File: config.mk
export PLATFORM = sky130hd
export DESIGN_NAME = serial_audio_port
export DESIGN_NICKNAME = d
export VERILOG_FILES = /design/src/rtl/sap_pkg.sv /design/src/rtl/sap_frame_timer.sv /design/src/rtl/sap_rx_deser.sv /design/src/rtl/sap_tx_ser.sv /design/src/rtl/serial_audio_port.sv
export SDC_FILE = /design/constraint.sdc
export NUM_CORES = 1
export LEC_CHECK = 0
export CORE_ASPECT_RATIO = 0.75
export CORE_MARGIN = 1.5
export CORE_UTILIZATION = 31
export DETAILED_ROUTE_END_ITERATION = 10
export DONT_BUFFER_PORTS = 1
export SETUP_SLACK_MARGIN = 0.4
export SLEW_MARGIN = 20
export SYNTH_ARGS = -nofsm -noshare
export SYNTH_HDL_FRONTEND = slang
export SYNTH_SLANG_ARGS = --single-unit
File: constraint.sdc
create_clock -name bclk -period 18.5 [get_ports bclk]
set_clock_uncertainty 0.15 [all_clocks]
set_input_delay 2.775 -clock bclk [delete_from_list [all_inputs] [get_ports bclk]]
set_output_delay 2.775 -clock bclk [all_outputs]
set_load 0.01 [all_outputs]
File: src/rtl/sap_pkg.sv
package sap_pkg;

    localparam int DATA_W = 32;   // widest sample carried
    localparam int SLOT_W = 10;   // time-slot offset field
    localparam int POS_W  = 11;   // frame position counter
    localparam int WL_W   = 6;    // holds a bit count up to 32

    typedef enum logic [2:0] {
        FMT_RJ    = 3'd0,
        FMT_LJ    = 3'd1,
        FMT_I2S   = 3'd2,
        FMT_PCM   = 3'd3,
        FMT_TSLOT = 3'd4
    } fmt_e;

    typedef enum logic [1:0] {
        WL_16 = 2'd0,
        WL_20 = 2'd1,
        WL_24 = 2'd2,
        WL_32 = 2'd3
    } wl_e;

    typedef struct packed {
        logic in_win;   // current edge lies inside the word
        logic first;    // current edge carries the MSB
        logic last;     // current edge carries the LSB
    } slot_flags_t;

    function automatic logic [WL_W-1:0] wl_bits(input wl_e code);
        case (code)
            WL_16:   return WL_W'(16);
            WL_20:   return WL_W'(20);
            WL_24:   return WL_W'(24);
            default: return WL_W'(32);
        endcase
    endfunction

    function automatic logic fmt_active_high(input fmt_e f);
        return (f == FMT_RJ) || (f == FMT_LJ);
    endfunction

endpackage

File: src/rtl/sap_frame_timer.sv
module sap_frame_timer
    import sap_pkg::*;
#(
    parameter int POS_BITS  = POS_W,
    parameter int SLOT_BITS = SLOT_W
) (
    input  logic                 bclk,
    input  logic                 rst,
    input  logic                 fsync,
    input  fmt_e                 fmt,
    input  logic [WL_W-1:0]      wl,
    input  logic [SLOT_BITS-1:0] slot,
    output slot_flags_t          now_f,
    output logic                 win_q,
    output logic                 first_q
);

    localparam logic [POS_BITS-1:0] POS_MAX = '1;
    localparam int                  EXT_W   = POS_BITS + 1;

    logic                act_now;
    logic                prev_act;
    logic                framed;
    logic                start;
    logic                live;
    logic [POS_BITS-1:0] pos_q;
    logic [POS_BITS-1:0] cur_pos;
    logic [POS_BITS-1:0] last_len;
    logic [POS_BITS-1:0] off;
    logic [POS_BITS-1:0] wl_ext;
    logic [EXT_W-1:0]    cur_x;
    logic [EXT_W-1:0]    off_x;
    logic [EXT_W-1:0]    end_x;

    assign act_now = fmt_active_high(fmt) ? fsync : ~fsync;
    assign start   = act_now & ~prev_act;
    assign live    = framed | start;
    assign cur_pos = start ? '0 : pos_q;
    assign wl_ext  = POS_BITS'(wl);

    // Word start position per format
    always_comb begin
        case (fmt)
            FMT_RJ:    off = (last_len >= wl_ext) ? (last_len - wl_ext) : '0;
            FMT_I2S:   off = POS_BITS'(1);
            FMT_TSLOT: off = POS_BITS'(slot);
            default:   off = '0;
        endcase
    end

    assign cur_x = {1'b0, cur_pos};
    assign off_x = {1'b0, off};
    assign end_x = off_x + {1'b0, wl_ext};

    always_comb begin
        now_f.in_win = live && (cur_x >= off_x) && (cur_x < end_x);
        now_f.first  = now_f.in_win && (cur_x == off_x);
        now_f.last   = now_f.in_win && (cur_x == (end_x - EXT_W'(1)));
    end

    always_ff @(posedge bclk) begin
        if (rst) begin
            prev_act <= 1'b1;
            framed   <= 1'b0;
            pos_q    <= '0;
            last_len <= '0;
            win_q    <= 1'b0;
            first_q  <= 1'b0;
        end else begin
            prev_act <= act_now;
            framed   <= live;
            pos_q    <= (cur_pos == POS_MAX) ? cur_pos : cur_pos + POS_BITS'(1);
            if (framed && prev_act && !act_now) begin
                last_len <= pos_q;
            end
            win_q    <= now_f.in_win;
            first_q  <= now_f.first;
        end
    end

endmodule

File: src/rtl/sap_rx_deser.sv
module sap_rx_deser
    import sap_pkg::*;
#(
    parameter int WORD_W = DATA_W
) (
    input  logic              bclk,
    input  logic              rst,
    input  logic              din,
    input  slot_flags_t       now_f,
    output logic [WORD_W-1:0] rx_data,
    output logic              rx_valid
);

    logic [WORD_W-1:0] sh;

    always_ff @(posedge bclk) begin
        if (rst) begin
            sh       <= '0;
            rx_data  <= '0;
            rx_valid <= 1'b0;
        end else begin
            rx_valid <= 1'b0;
            if (now_f.first) begin
                sh <= {{(WORD_W-1){1'b0}}, din};
            end else if (now_f.in_win) begin
                sh <= {sh[WORD_W-2:0], din};
            end
            if (now_f.last) begin
                rx_data  <= {sh[WORD_W-2:0], din};
                rx_valid <= 1'b1;
            end
        end
    end

endmodule

File: src/rtl/sap_tx_ser.sv
module sap_tx_ser
    import sap_pkg::*;
#(
    parameter int WORD_W = DATA_W
) (
    input  logic              bclk,
    input  logic              rst,
    input  logic              win_q,
    input  logic              first_q,
    input  logic [WL_W-1:0]   wl,
    input  logic [WORD_W-1:0] tx_data,
    output logic              dout
);

    localparam int SH_W = WL_W + 1;

    logic [WORD_W-1:0] sh;
    logic [WORD_W-1:0] aligned;
    logic [SH_W-1:0]   shamt;

    // Move the word's MSB to the top of the register
    assign shamt   = SH_W'(WORD_W) - SH_W'(wl);
    assign aligned = tx_data << shamt;

    always_ff @(negedge bclk) begin
        if (rst) begin
            sh   <= '0;
            dout <= 1'b0;
        end else if (first_q) begin
            dout <= aligned[WORD_W-1];
            sh   <= aligned << 1;
        end else if (win_q) begin
            dout <= sh[WORD_W-1];
            sh   <= sh << 1;
        end else begin
            dout <= 1'b0;
        end
    end

endmodule

File: src/rtl/serial_audio_port.sv
module serial_audio_port
    import sap_pkg::*;
#(
    parameter int WORD_W    = DATA_W,
    parameter int SLOT_BITS = SLOT_W,
    parameter int POS_BITS  = POS_W
) (
    input  logic                 bclk,
    input  logic                 rst,
    input  logic                 fsync,
    input  logic                 din,
    input  logic [2:0]           fmt_sel,
    input  logic [1:0]           wlen_sel,
    input  logic [SLOT_BITS-1:0] slot_ofs,
    input  logic [WORD_W-1:0]    tx_data,
    output logic                 tx_take,
    output logic                 dout,
    output logic [WORD_W-1:0]    rx_data,
    output logic                 rx_valid
);

    fmt_e            fmt;
    logic [WL_W-1:0] wl;
    slot_flags_t     flags_now;
    logic            win_q;
    logic            first_q;

    assign fmt     = fmt_e'(fmt_sel);
    assign wl      = wl_bits(wl_e'(wlen_sel));
    assign tx_take = first_q;

    sap_frame_timer #(
        .POS_BITS  (POS_BITS),
        .SLOT_BITS (SLOT_BITS)
    ) timer_i (
        .bclk    (bclk),
        .rst     (rst),
        .fsync   (fsync),
        .fmt     (fmt),
        .wl      (wl),
        .slot    (slot_ofs),
        .now_f   (flags_now),
        .win_q   (win_q),
        .first_q (first_q)
    );

    sap_rx_deser #(
        .WORD_W (WORD_W)
    ) rx_i (
        .bclk     (bclk),
        .rst      (rst),
        .din      (din),
        .now_f    (flags_now),
        .rx_data  (rx_data),
        .rx_valid (rx_valid)
    );

    sap_tx_ser #(
        .WORD_W (WORD_W)
    ) tx_i (
        .bclk    (bclk),
        .rst     (rst),
        .win_q   (win_q),
        .first_q (first_q),
        .wl      (wl),
        .tx_data (tx_data),
        .dout    (dout)
    );

endmodule

# Word level (Yosys, flattened, before mapping)
# Cells that the tools add are included.
# W data, S select, Z words.
# classes
magnitude_cmp	3
eq_ne	8
n_mux	13
reduce_logical	13
add_sub_neg	5
shift	1
bitwise_logic	4
# ops
cell	count
$mux W32	2
$mux W11	3
$pmux W11 S3	1
$shl A32 B7 Y32	1
$pmux W6 S3	1
$add A11 B6 Y12	1
$eq A11 B12 Y1	1
$lt A11 B12 Y1	1
$sub A12 B1 Y12 const B	1
$add A11 B1 Y11 const B	1
$eq A11 B11 Y1	1
$eq A11 B11 Y1 const B	1
$ge A11 B11 Y1	1
$ge A11 B6 Y1	1
$sub A11 B6 Y11	1
$sub A6 B6 Y7 const A	1
$logic_and A1 B1 Y1	6
$mux W1	6
$reduce_bool A2 Y1	2
$eq A3 B1 Y1 const B	1
$eq A3 B2 Y1 const B	1
$eq A3 B3 Y1 const B	1
$logic_not A3 Y1	1
$eq A2 B1 Y1 const B	1
8 further kinds	9
# word_totals
reg_bits	122
elab_cells	59
output_inout_bits	35
in_bits	51

# Longest topological paths before layout
# Gate-level depths: netlist of run 1.
# depth
ltp_word	10
ltp_mapped	28
depth_no_buf	26

# By module
# From an unflattened synthesis of run 1, not the netlist that was laid out.
# unflattened
cells_unflattened	941
hier_area_um2	8464.4
# modules_own_cells
module	area_each_um2	seq_area_each_um2	n_inst	cells_per_inst
sap_tx_ser	3138.0	640.6	1	350
sap_frame_timer	3006.6	520.5	1	378
sap_rx_deser	2289.7	1281.2	1	208
serial_audio_port	30.0	0.0	1	5

==> flow_summary.ini, run 1 <==
[logic_synthesis]
yosysWarnings = 0
synth_top_area_cell = dfxtp_1
synthFlopType = dfxtp_1
synth-edff-count = 0
synthXorXnorAreaFrac = 0.0371
synth_area_per_cell_um2 = 8.49
ys_seq_elements = 122
synth_cell_type_count = 73
postSynth.asyncResetShare = 0
syn_nets = 932
synth_cells = 846
synthSimpleGateAreaFrac = 0.210
synth_top_family_by_area = simple AND/OR/NAND/NOR gates
syn_area_um2 = 7190
yosysSeqAreaShare = 0.340
synthAdderAreaFrac = 0.0630
synth_top_area_frac = 0.340
synth_area_leaders = dfxtp_1 (34%), mux2i_1 (8.1%), ha_1 (5.7%), nor2_1 (5.3%), a211oi_1 (4.2%)
synth_compound_area_frac = 0.188
muxShareOfSynthArea = 0.111

[global_routing]
grt_first_pass_wirelength_um = 31100
grt.total_usage = 0.165
grt_pass1_vias = 5787
overflow = 0
grt_max_degree = 123
antenna_found_initial = 0

[worst_setup_path]
worstSetupPathType = primary input to register
cp.required_ns = 9.46
critPathMaxFanout = 41
start_kind = primary input
cp.arrival_ns = 4.82
critPathCaptureType = register

[routing]
first_iter_violations = 584
first_pass_iters = 5
wl_per_cell_um = 16.8
vias = 6163
drc = 0
antenna_left = 0
via_per_inst = 5.30
drt_wl_total_um = 19500

[cells_and_area]
design_area_um2 = 8170
drive_gt1_frac = 0.0847
final_cell_mix = dfxtp_1 (122), nor2_1 (101), nand2_1 (70), inv_1 (63), mux2i_1 (58)
mostFrequentLayoutCell = dfxtp_1
syn2layout_area_growth_pct = 13.7
insertedDiodeCount = 0
fin_nets = 935

[placement]
dp_hpwl_um = 13800
placedInstanceArea_um2 = 7380
gp_congestion = 0.914
portBuffers = 0

[sta]
fin_hold_ws_ns = 0.316
fin_setup_tns_ns = 0
max-slew-margin-rel = 0.388
grt_setup_unrepaired = no
worst_pin_slew_ns = 0.916
report.final.slew_viol_count = 0
hold_viol_final = 0
setup_viol = 0

[clocking]
cts_resized = 0
root_buffer = clkbuf_16
cts_tree = built
path_clk_slew_ns = 0.06
cts_buffer_depth = 2
htreeDepth = 4
cts_setup_buffers = 0
cts_buffers = 17
clk_latency_ns = 0.45
cts_sinks = 122
cts_hold_buffers = 0

[power_and_ir_drop]
p_leak_nw = 3.04
ir_drop_v = 0.0000537
total_power_mw = 0.771
power.density_nw_per_um2 = 94.3

[floorplanning]
core_area_um2 = 22900
start_util = 0.314
die_area_um2 = 24100
rows = 48
die_y_um = 135
pin_count = 86
die_w_um = 179

[status]
status = finished, final reports clean

[hold_path]
hold_class = register to register

[run]
cap_violations = 0
cell type report:
type	count	area, um2
Clock buffer	19	475
Clock inverter	45	314
Fill cell	2373	14700
Inverter	34	130
Multi-Input combinational cell	635	4380
Sequential cell	122	2440
Tap cell	300	375
Timing Repair Buffer	7	52.6
cells in the mapped netlist (6+ instances only):
| library cell | count |
|---|---|
| dfxtp_1 | 122 |
| nor2_1 | 102 |
| nand2_1 | 70 |
| mux2i_1 | 58 |
| a21oi_1 | 57 |
| clkbuf_1 | 46 |
| nand3_1 | 42 |
| a211oi_1 | 40 |
| ha_1 | 33 |
| inv_1 | 32 |
| o21ai_0 | 32 |
| nor3_1 | 25 |
| xnor2_1 | 20 |
| nor2b_1 | 13 |
| nand4_1 | 10 |
| a22oi_1 | 9 |
| mux4_2 | 9 |
| a21o_1 | 8 |
| o21a_1 | 8 |
| a221oi_1 | 6 |
| nand2b_1 | 6 |
| xor2_1 | 6 |
routing by layer:
layer | wire, um | track usage | part of all wire | vias to the layer above
met1 | 9960 | 0.242 | 0.51 | 2896
met2 | 7710 | 0.225 | 0.40 | 188
met3 | 1710 | 0.0614 | 0.088 | 12
met5 | 0 | 0 | 0 | -
li1 | - | - | - | 3067
met4 | 97 | 0.0389 | 0.0050 | 0
through the flow:
stage / std cells / utilization / worst slack [ns]
after floorplan: 846 / - / 4.40
after global placement: 1099 / 0.323 / 4.20
after detailed placement: 1099 / 0.323 / 4.15
after CTS: 1162 / 0.357 / 4.59
after global routing: 1162 / 0.357 / 4.41
final: 1162 / 0.357 / 4.64
registers in the layout (all words and copies together), names as in the netlist:
name              flops
timer_i.pos_q        11
timer_i.prev_act      1
timer_i.last_len     11
tx_i.sh              31
rx_i.rx_data         32
tx_i.dout             1
rx_i.sh              31
rx_i.rx_valid         1
timer_i.win_q         1
timer_i.first_q       1
timer_i.framed        1
report_power, final:
part | total (mW) | internal (mW) | switching, mW
Sequential | 0.277 | 0.271 | 0.00530
Combinational | 0.0941 | 0.0352 | 0.0588
Clock | 0.400 | 0.253 | 0.147
final timing paths:
path,from,end,slack (ns),cells after the start
max reg2reg,timer_i.first_q,tx_i.sh[22],6.97,5
min,rx_i.sh[21],rx_i.sh[21],0.32,2
max,wlen_sel[1],tx_i.sh[25],4.64,8
min reg2reg,rx_i.sh[21],rx_i.sh[21],0.32,2
cells by family after synthesis:
logic type,after synthesis
compound gates,195
xor+xnor,28
fa+ha+maj,35
buf+inv,89
flops,122
mux,68
simple gates,309
critical path, cell delays in order:
cell and delay (ns):
inv_1 0.06, ha_2 0.76, mux2i_1 0.20, o21ai_0 0.44, mux2i_1 0.13, nor2_1 0.11
a21oi_1 0.06, a211oi_1 0.26
No activity file was read; power rests on OpenSTA's default activity.
==> inputs of run 2 (changes only) <==
clock period = 13.9 ns   (was 18.5 ns; I/O delays follow)
==> flow_summary.ini, run 2 (synthesized netlist as in run 1, its figures left out) <==
[status]
status = finished, final reports clean

[cells_and_area]
fin_nets = 935
mostFrequentLayoutCell = dfxtp_1
final_cell_mix = dfxtp_1 (122), nor2_1 (101), nand2_1 (70), inv_1 (63), mux2i_1 (58)
syn2layout_area_growth_pct = 13.2
regMostFlops = rx_i.rx_data
multi_input_area_um2 = 4380
design_area_um2 = 8130
seq_area_um2 = 2440
drive_gt1_frac = 0.0847
final_util = 0.355
nFillCells = 2375
insertedDiodeCount = 0
largest_register_ffs = 32
top_regs = rx_i.rx_data (32), rx_i.sh (31), tx_i.sh (31)

[sta]
fin_hold_ws_ns = 0.317
hold_viol_final = 0
fin_ws_ns = 2.85
grt_setup_unrepaired = no
worst_pin_slew_ns = 0.952
max-slew-margin-rel = 0.365
fin_setup_tns_ns = 0
report.final.slew_viol_count = 0
setup_viol = 0

[clocking]
root_buffer = clkbuf_16
cts_setup_buffers = 0
cts_tree = built
htreeDepth = 4
cts_hold_buffers = 0
clk_latency_ns = 0.42
cts_sinks = 122
path_clk_slew_ns = 0.06
cts_buffer_depth = 2
cts_resized = 0
cts_buffers = 17

[routing]
antenna_left = 0
first_pass_iters = 5
first_iter_violations = 444
drt_wl_total_um = 19400
drc = 0
wl_per_cell_um = 16.7
vias = 6259
via_per_inst = 5.39

[worst_setup_path]
cp_cell_sequence = inv_1, ha_1, buf_4, mux4_2, a222oi_1, a211oi_1
critPathCaptureType = register
worstSetupPathType = primary input to register
crit_buf_inv = 2
cp.arrival_ns = 4.25
critPathMaxFanout = 31
critPathLaunch = wlen_sel[0]
r2r_start = timer_i.first_q
cp_slowest_cell = ha_1
cp_top_family = adder cells
slowest_delay_ns = 0.91
start_kind = primary input
cp.required_ns = 7.10

[placement]
dp_hpwl_um = 13500
placedInstanceArea_um2 = 7380
portBuffers = 0
gp_congestion = 0.924
dp_slack_ns = 2.39

[power_and_ir_drop]
switching_power_mw = 0.282
pwr-share-seq = 0.370
clockPowerShare = 0.507
p_comb_frac = 0.123
internal-power_mw = 0.714
power.density_nw_per_um2 = 123
ir_drop_v = 0.0000724
swShare = 0.283
p_leak_nw = 3.02

[floorplanning]
die_y_um = 135
start_util = 0.314
rows = 48
die_w_um = 179
pin_count = 86
die_area_um2 = 24100
core_area_um2 = 22900

[global_routing]
grt_max_degree = 123
antenna_found_initial = 0
grt.busiest_layer = met1
use_met3 = 0.0645
grt_pass1_vias = 5819
overflow = 0
grtUsageMet2 = 0.216
grt.total_usage = 0.164
grt_first_pass_wirelength_um = 31100
met1_usage = 0.240

[run]
cap_violations = 0

[hold_path]
hold_class = register to register
hp-start = rx_i.sh[21]
-- run 2: cell count changes in the layout (fill, tap and decap cells not counted) --
cell	before	now
clkinvlp_4	1	2
clkinv_4	4	2
clkbuf_8	0	1
bufinv_16	4	2
inv_8	0	1
inv_4	1	2
-- run 2: power groups by stage --
stage	clock network [mW]	logic, mW	registers (mW)
after floorplan	0.0145	0.101	0.372
after detailed placement	0.0145	0.121	0.375
after global routing	0.544	0.137	0.369
final	0.505	0.123	0.368
after global placement	0.0145	0.121	0.375
after CTS	0.519	0.122	0.368
-- run 2: layout make-up --
class | count | area share
sequential | 122 | 0.300
clock buffer | 20 | 0.0602
tap | 300 | 0.0462
multi-input combinational | 635 | 0.539
clock inverter | 44 | 0.0322
timing repair buffer | 7 | 0.00646
inverter | 34 | 0.0160
-- run 2: through the flow --
step / std cells / total power, mW
3_5_place_dp: 1099 / 0.511
5_1_grt: 1162 / 1.05
3_3_place_gp: 1099 / 0.511
4_1_cts: 1162 / 1.01
6_report: 1162 / 0.996
2_1_floorplan: 846 / 0.488
-- run 2: final timing paths --
check	slack (ns)	cells past startpoint	endpoint
worst max-delay path	2.85	6	tx_i.sh[24]
worst min-delay path	0.32	2	rx_i.sh[21]
worst max register to register	4.67	5	tx_i.sh[26]
worst min register to register	0.32	2	rx_i.sh[21]
-- run 2: worst register-to-register path: cells and delay by family, from the launching register on --
family	cells	cell delay, ns
buffers and inverters	2	0.95
flip-flops	1	0.59
AO/OA/AOI/OAI	1	0.24
AND/OR/NAND/NOR	2	0.29
-- run 2: per-layer routing --
metal  vias to the layer above  share of wire
met5                         -              0
met4                         0         0.0087
met3                        22           0.11
met2                       251           0.40
met1                      2912           0.49
li1                       3074              -
==> inputs of run 3 (changes only) <==
ABC_AREA = 1   (was not set)
clock period = 11.11 ns   (was 13.9 ns; I/O delays follow)
==> flow_summary.ini, run 3 <==
[status]
status = finished, final reports clean

[power_and_ir_drop]
clockPowerShare = 0.471
power.density_nw_per_um2 = 152
pwr-share-seq = 0.361
switching_power_mw = 0.417
internal-power_mw = 0.875
swShare = 0.323
total_power_mw = 1.29
p_comb_frac = 0.168
ir_drop_v = 0.0000809
p_leak_nw = 3.84

[global_routing]
antenna_found_initial = 0
grt_first_pass_wirelength_um = 35100
overflow = 0
grt.total_usage = 0.171
grt_max_degree = 65
grt_pass1_vias = 6960

[cells_and_area]
largest_register_ffs = 32
final_util = 0.353
fin_nets = 1251
syn2layout_area_growth_pct = 11.1
mostFrequentLayoutCell = nand2_1
top_regs = rx_i.rx_data (32), rx_i.sh (31), tx_i.sh (31)
insertedDiodeCount = 0
final_cell_mix = nand2_1 (291), inv_1 (179), a21oi_1 (128), dfxtp_1 (122), nand3_1 (92)
regMostFlops = rx_i.rx_data
drive_gt1_frac = 0.0688
fin_cells = 1509

[clocking]
htreeDepth = 4
cts_tree = built
cts_sinks = 122
root_buffer = clkbuf_16
cts_hold_buffers = 0
path_clk_slew_ns = 0.03
clk_latency_ns = 0.46
cts_buffer_depth = 2
cts_setup_buffers = 0
cts_resized = 0
cts_buffers = 17

[placement]
dp.cells = 1446
gp_congestion = 0.900
portBuffers = 0
dp_hpwl_um = 15000

[hold_path]
holdPathEnd = tx_i.sh[1]
hold_class = register to register
hp-start = tx_i.sh[1]
worstHoldPathCells = 2

[worst_setup_path]
r2r_setup_slack_ns = 2.95
r2r-end = tx_i.sh[27]
worstSetupPathType = primary input to register
r2r_start = timer_i.first_q
start_kind = primary input
cp.arrival_ns = 4.13
cp.required_ns = 5.79
critPathMaxFanout = 34
ff2ff_path_depth = 5
critPathCaptureType = register

[routing]
via_per_inst = 4.87
antenna_left = 0
first_iter_violations = 660
drc = 0
first_pass_iters = 5
wl_per_cell_um = 14.1
drt_wl_total_um = 21300
vias = 7356

[logic_synthesis]
yosysSeqAreaShare = 0.319
synth.most_common_cell = nand2_1
yosysWarnings = 0
syn_area_um2 = 7660
synth_cell_type_count = 48
syn_nets = 1253
synth_top_area_frac = 0.319
postSynth.asyncResetShare = 0
ys_seq_elements = 122
synth-edff-count = 0
synth_cells = 1167
synth_common_cells = nand2_1 (291), inv_1 (150), a21oi_1 (128), dfxtp_1 (122), nand3_1 (92)
synth_area_per_cell_um2 = 6.56
synthFlopType = dfxtp_1
synth_top_area_cell = dfxtp_1
synth_area_leaders = dfxtp_1 (32%), nand2_1 (14%), a21oi_1 (8.4%), inv_1 (7.4%), nand3_1 (6.0%)

[sta]
setup_viol = 0
hold_viol_final = 0
report.final.slew_viol_count = 0
fin_setup_tns_ns = 0
worst_pin_slew_ns = 1.05
grt_setup_unrepaired = no
max-slew-margin-rel = 0.297

[floorplanning]
die_area_um2 = 25700
start_util = 0.318
core_area_um2 = 24100
pin_count = 86
die_w_um = 185
die_y_um = 139
rows = 49

[run]
cap_violations = 0
-- run 3: changes by cell type after synthesis, moves of 16 or more --
cell / change
o21ai_0: +41
xnor2_1: -16
nand2_1: +221
inv_1: +118
nand3_1: +50
nand2_2: +18
a21oi_1: +71
nor2_1: -18
mux2i_1: -56
a211oi_1: -40
-- run 3: layout make-up --
type	count	area (um2)
clock buffers	19	475
repair buffers	5	37.5
well taps	331	414
multi-input cells	832	4320
inverters	155	583
flip-flops and latches	122	2440
clock inverters	45	241
fillers	2628	15600
-- run 3: power by group through the flow --
stage / clock (mW) / sequential (mW) / combinational [mW]
6_report: 0.608 / 0.466 / 0.217
5_1_grt: 0.650 / 0.468 / 0.248
4_1_cts: 0.624 / 0.466 / 0.217
3_5_place_dp: 0.0182 / 0.474 / 0.216
3_3_place_gp: 0.0182 / 0.474 / 0.215
2_1_floorplan: 0.0182 / 0.471 / 0.180
-- run 3: metal layers --
layer / track usage / vias to the layer above / part of all wire
li1: - / 3788 / -
met5: 0 / - / 0
met2: 0.244 / 200 / 0.41
met3: 0.0473 / 23 / 0.074
met4: 0.0531 / 0 / 0.013
met1: 0.247 / 3345 / 0.51
-- run 3: kinds of logic after synthesis --
family | share of synthesized area
adders and majority gates | 0.0591
DFF | 0.319
buffers and inverters | 0.117
AOI/OAI and AO/OA | 0.183
muxes | 0.00261
and+or+nand+nor | 0.299
xor gates and xnor gates | 0.0194
-- run 3: worst max-delay path, stage by stage --
cell and delay [ns]:
inv_1 0.06, ha_1 0.14, buf_4 0.31, clkinv_1 0.79
o21ai_0 0.45, inv_1 0.10, o21ai_0 0.23, nand2_1 0.09
nand2_1 0.10, o211ai_1 0.09, inv_1 0.08
-- run 3: worst max-delay path by stage --
stage | start | to | cells after the start
2_1_floorplan | wlen_sel[0] | tx_i.sh[23] | 9
3_3_place_gp | wlen_sel[1] | tx_i.sh[28] | 12
3_5_place_dp | wlen_sel[1] | tx_i.sh[28] | 12
4_1_cts | wlen_sel[1] | tx_i.sh[28] | 12
5_1_grt | wlen_sel[1] | tx_i.sh[28] | 12
6_report | wlen_sel[1] | tx_i.sh[28] | 11
-- run 3: stage by stage --
step / hold slack (ns) / setup slack (ns) / area [um2]
after floorplan: 0.278 / 2.17 / 7660
after global placement: 0.298 / 1.37 / 7800
after detailed placement: 0.302 / 1.26 / 7800
after CTS: 0.307 / 1.71 / 8510
after global routing: 0.337 / 1.37 / 8510
final: 0.307 / 1.66 / 8510
